## src/rtl/pdiv_timer.sv

```systemverilog
module pdiv_timer #(
  parameter int CNT_W      = 14,
  parameter int CLR_STAGES = 4
) (
  input  logic             clk,
  input  logic             rst_n,
  input  logic             tick,
  input  logic             run,
  input  logic             short_sel,
  input  logic             irq_en,
  input  logic             wake_en,
  input  logic             flag_clr,
  input  logic             part_clr,
  output logic             evt_flag,
  output logic             irq_req,
  output logic             wake_req,
  output logic [CNT_W-1:0] count
);
  localparam int LOW_W = CNT_W - CLR_STAGES;

  logic             adv;
  logic [CNT_W:0]   sum;
  logic [LOW_W-1:0] low_next;
  logic             wrap_long, wrap_short, ovf;
  logic [CNT_W-1:0] cnt_next;

  assign adv        = tick & run;
  assign sum        = {1'b0, count} + (CNT_W+1)'(adv);
  assign low_next   = count[LOW_W-1:0] + LOW_W'(adv);
  assign wrap_long  = sum[CNT_W];
  assign wrap_short = adv & (&count[CNT_W-2:0]);
  assign ovf        = ~part_clr & (short_sel ? wrap_short : wrap_long);
  assign cnt_next   = part_clr ? {{CLR_STAGES{1'b0}}, low_next} : sum[CNT_W-1:0];

  always_ff @(posedge clk) begin
    if (!rst_n) begin
      count    <= '0;
      evt_flag <= 1'b0;
    end else begin
      count <= cnt_next;
      if (ovf)           evt_flag <= 1'b1;
      else if (flag_clr) evt_flag <= 1'b0;
    end
  end

  assign irq_req  = evt_flag & irq_en;
  assign wake_req = evt_flag & wake_en;
endmodule


```

## config.mk

```make
export PLATFORM = sky130hd
export DESIGN_NAME = pdiv_timer
export DESIGN_NICKNAME = d
export VERILOG_FILES = /design/src/rtl/pdiv_timer.sv
export SDC_FILE = /design/constraint.sdc
export NUM_CORES = 1
export LEC_CHECK = 0
export BUFFER_PORTS_ARGS = -buffer_cell sky130_fd_sc_hd__buf_2
export CORE_MARGIN = 2
export CORE_UTILIZATION = 30
export DETAILED_ROUTE_END_ITERATION = 12
export GPL_TIMING_DRIVEN = 0
export MAX_ROUTING_LAYER = met4
export SYNTH_ARGS = -nofsm -noshare
export SYNTH_HDL_FRONTEND = slang
export SYNTH_SLANG_ARGS = --single-unit
```

## constraint.sdc

```tcl
create_clock -name clk -period 2.4 [get_ports clk]
set_clock_uncertainty 0.2 [all_clocks]
set_input_delay 0.12 -clock clk [delete_from_list [all_inputs] [get_ports clk]]
set_output_delay 0.12 -clock clk [all_outputs]
set_load 0.1 [all_outputs]
```

==> results.toml <==
[setup_path]
critPathMaxFanout = 7
cp-start-kind = "flip-flop"
path_depth = 4
timing.rr.start = "count[2]$_SDFF_PN0_"
worst-path-buf-inv = 1
r2r_end = "evt_flag$_SDFFE_PN0P_"
crit_path_end_kind = "flip-flop"
crit_path_start = "count[2]$_SDFF_PN0_"
crit_path_max_incr_delay_ns = 0.58
worst_ep_arrival_time_ns = 2.22
cp_top_family = "simple AND/OR/NAND/NOR gates"
rr_worst_depth = 4
crit_chain = "nand3_1, or4_1, o21ai_1, dlygate4sd3_1"
critPathKind = "reg -> reg"
endpoint = "evt_flag$_SDFFE_PN0P_"
required_ns = 2.43
rrSetupSlack_ns = 0.21
critPathSlowestCell = "or4_1"

[detailed_routing]
drt_iter0_drc = 10
via_per_inst = 4.89
drtPass1Iterations = 4
wirelength_um = 1600
dr_total_vias = 689
drc_errors = 0
wl_per_cell_um = 11.3
antenna_left = 0

[placed_design]
dpl_cell_area_sq_um = 880
place_hpwl_um = 1180
place_inst = 134
port_buffers = 24
dpl_worst_slack_ns = 0.408
gp_congestion = 0.759

[sta]
slew_headroom_pct = 67.6
hold_violations = 0
post-route-min-period_ns = 2.19
fin_ws_ns = 0.209
setup_violations = 0
timing.fmax_ghz = 0.456
slew_violations = 0
rsz0062_at_grt = "no"
fin_tns_setup_ns = 0
period_share_pct = 91.3
tightest_slew_ns = 0.489

[pwr]
seq_power_share_pct = 57.8
power_frac_clock_pct = 33.4
p_per_area_mw_per_mm2 = 469
intPower_mw = 0.328
leakage_nw = 0.388
p_comb_share_pct = 8.9
switching_power_mw = 0.110
p_sw_share_pct = 25.1
peakVddDrop_mv = 0.195

[grt]
grt_pass1_wl_um = 2870
grt_overflow = 0
track_usage_pct = 14.2
grt_max_degree = 10
antenna_found_initial = 0
grt_pass1_vias = 706

[clocking]
cts_tree = "built"
cts_sinks = 15
clk_pin_slew_ns = 0.09
numCtsBuffers = 3
htree_levels = 1
clock_path_buffers = 2
cts_setup_buffers = 0
cts_resized = 0
insertion_delay_ns = 0.28
root_buffer = "clkbuf_4"

[synth]
ys_top_cells_by_count = "dfxtp_1, nand2_1, and2_1, nand3_1"
syn_nets = 93
synth_edf_count = 0
synthArstFlopShare_pct = 0
syn-cell-area_sq_um = 722
yosysWarnings = 0
synth.area.top_cells = "dfxtp_1, mux2i_1, and2_1"
synth_top_cell_area_share_pct = 41.6
syn_area_per_cell_sq_um = 8.80
synth_most_common_cell = "dfxtp_1"
synth_cell_types = 28
ys_ff_latch = 15
ys.flop_type = "dfxtp_1"
synth_largest_area_cell = "dfxtp_1"
ys_seq_area_share_pct = 41.6
synthCells = 82

[finish]
design_area_sq_um = 936
nFillCells = 233
area_growth_syn_to_layout_pct = 29.6
register_area_sq_um = 303
post-route-util_pct = 41.9
layout-drive-gt1-share_pct = 26.5
diodes = 0
nets = 125
multiInputGateArea_sq_um = 403
finalNonFillerCells = 141

[floorplan]
row_count = 17
die_w_um = 53.1
die_area_sq_mm = 0.00281
die_y_um = 53.1
core_region_area_sq_mm = 0.00223
io_pins = 26
start_util_pct = 32.3

[run]
maxCapViolations = 0

[run_status]
status = "finished, final reports clean"

[worst_hold_path]
hold_class = "in -> reg"
-- how the worst min path moves through the flow --
stage,start,end,slack (ns),cells past startpoint
2_1_floorplan,flag_clr,evt_flag$_SDFFE_PN0P_,0.1,2
3_3_place_gp,flag_clr,evt_flag$_SDFFE_PN0P_,0.19,3
4_1_cts,rst_n,count[8]$_SDFF_PN0_,0.01,2
5_1_grt,rst_n,count[8]$_SDFF_PN0_,0.04,2
6_report,rst_n,count[8]$_SDFF_PN0_,0.0005,2
3_5_place_dp,flag_clr,evt_flag$_SDFFE_PN0P_,0.19,3
-- stage by stage --
| step | hold WS (ns) | total power [mW] |
|---|---|---|
| floorplan | 0.0951 | 0.285 |
| global placement | 0.191 | 0.295 |
| detailed placement | 0.190 | 0.296 |
| CTS | 0.0108 | 0.445 |
| global route | 0.0444 | 0.457 |
| finish | 0.000489 | 0.439 |
-- routing by layer --
metal / vias to the layer above / share of wire [%] / GRT usage [%]
li1: 358 / - / -
met1: 300 / 47 / 16.8
met2: 25 / 44 / 21.7
met3: 6 / 6.3 / 3.67
met4: 0 / 2.5 / 8.12
met5: - / 0 / -
-- registers in the layout, indices dropped and copies added, names as in the netlist --
name	cells
count	14
evt_flag	1
-- worst register-to-register path, delay by kind of cell, from the launching register on --
family / cells / cell delay [ns]
compound gates: 1 / 0.14
buf+inv: 1 / 0.55
flops: 1 / 0.47
simple gates: 2 / 0.79
-- power groups by stage --
stage,logic [mW],registers [mW],clock network (mW)
finish,0.0388,0.253,0.146
global route,0.0426,0.254,0.160
CTS,0.0390,0.254,0.152
detailed placement,0.0364,0.259,0
global placement,0.0358,0.259,0
floorplan,0.0105,0.275,0
-- timing repair --
item | CTS | global route
endpoints found under the setup margin | 0 | 0
endpoints found under the hold margin | 5 | 0
hold buffers | 3 | 0
-- cells by family after synthesis --
| group | count (synthesis) | share of synthesized area, % |
|---|---|---|
| flops | 15 | 41.6 |
| fa+ha+maj | 2 | 3.47 |
| compound gates | 12 | 10.6 |
| xor+xnor | 3 | 3.64 |
| buf+inv | 5 | 2.60 |
| simple gates | 41 | 32.6 |
| mux | 4 | 5.55 |
-- cells in the final DEF, fill, tap and decap left out, types with 4 or more instances in the layout --
cell type and n:
buf_2 24, nand3_1 5, nand2_1 7, inv_1 4, mux2i_1 4, nor3_1 4, dfxtp_1 13, and2_1 5
-- area by class of cell --
class	count	area share [%]
well taps	28	3.74
inverters	4	1.60
multi-input cells	62	43.0
flip-flops and latches	15	32.4
clock buffers	4	2.81
plain buffers	1	0.401
repair buffers	27	16.0
Note: power is estimated with default switching activity, not from simulation.
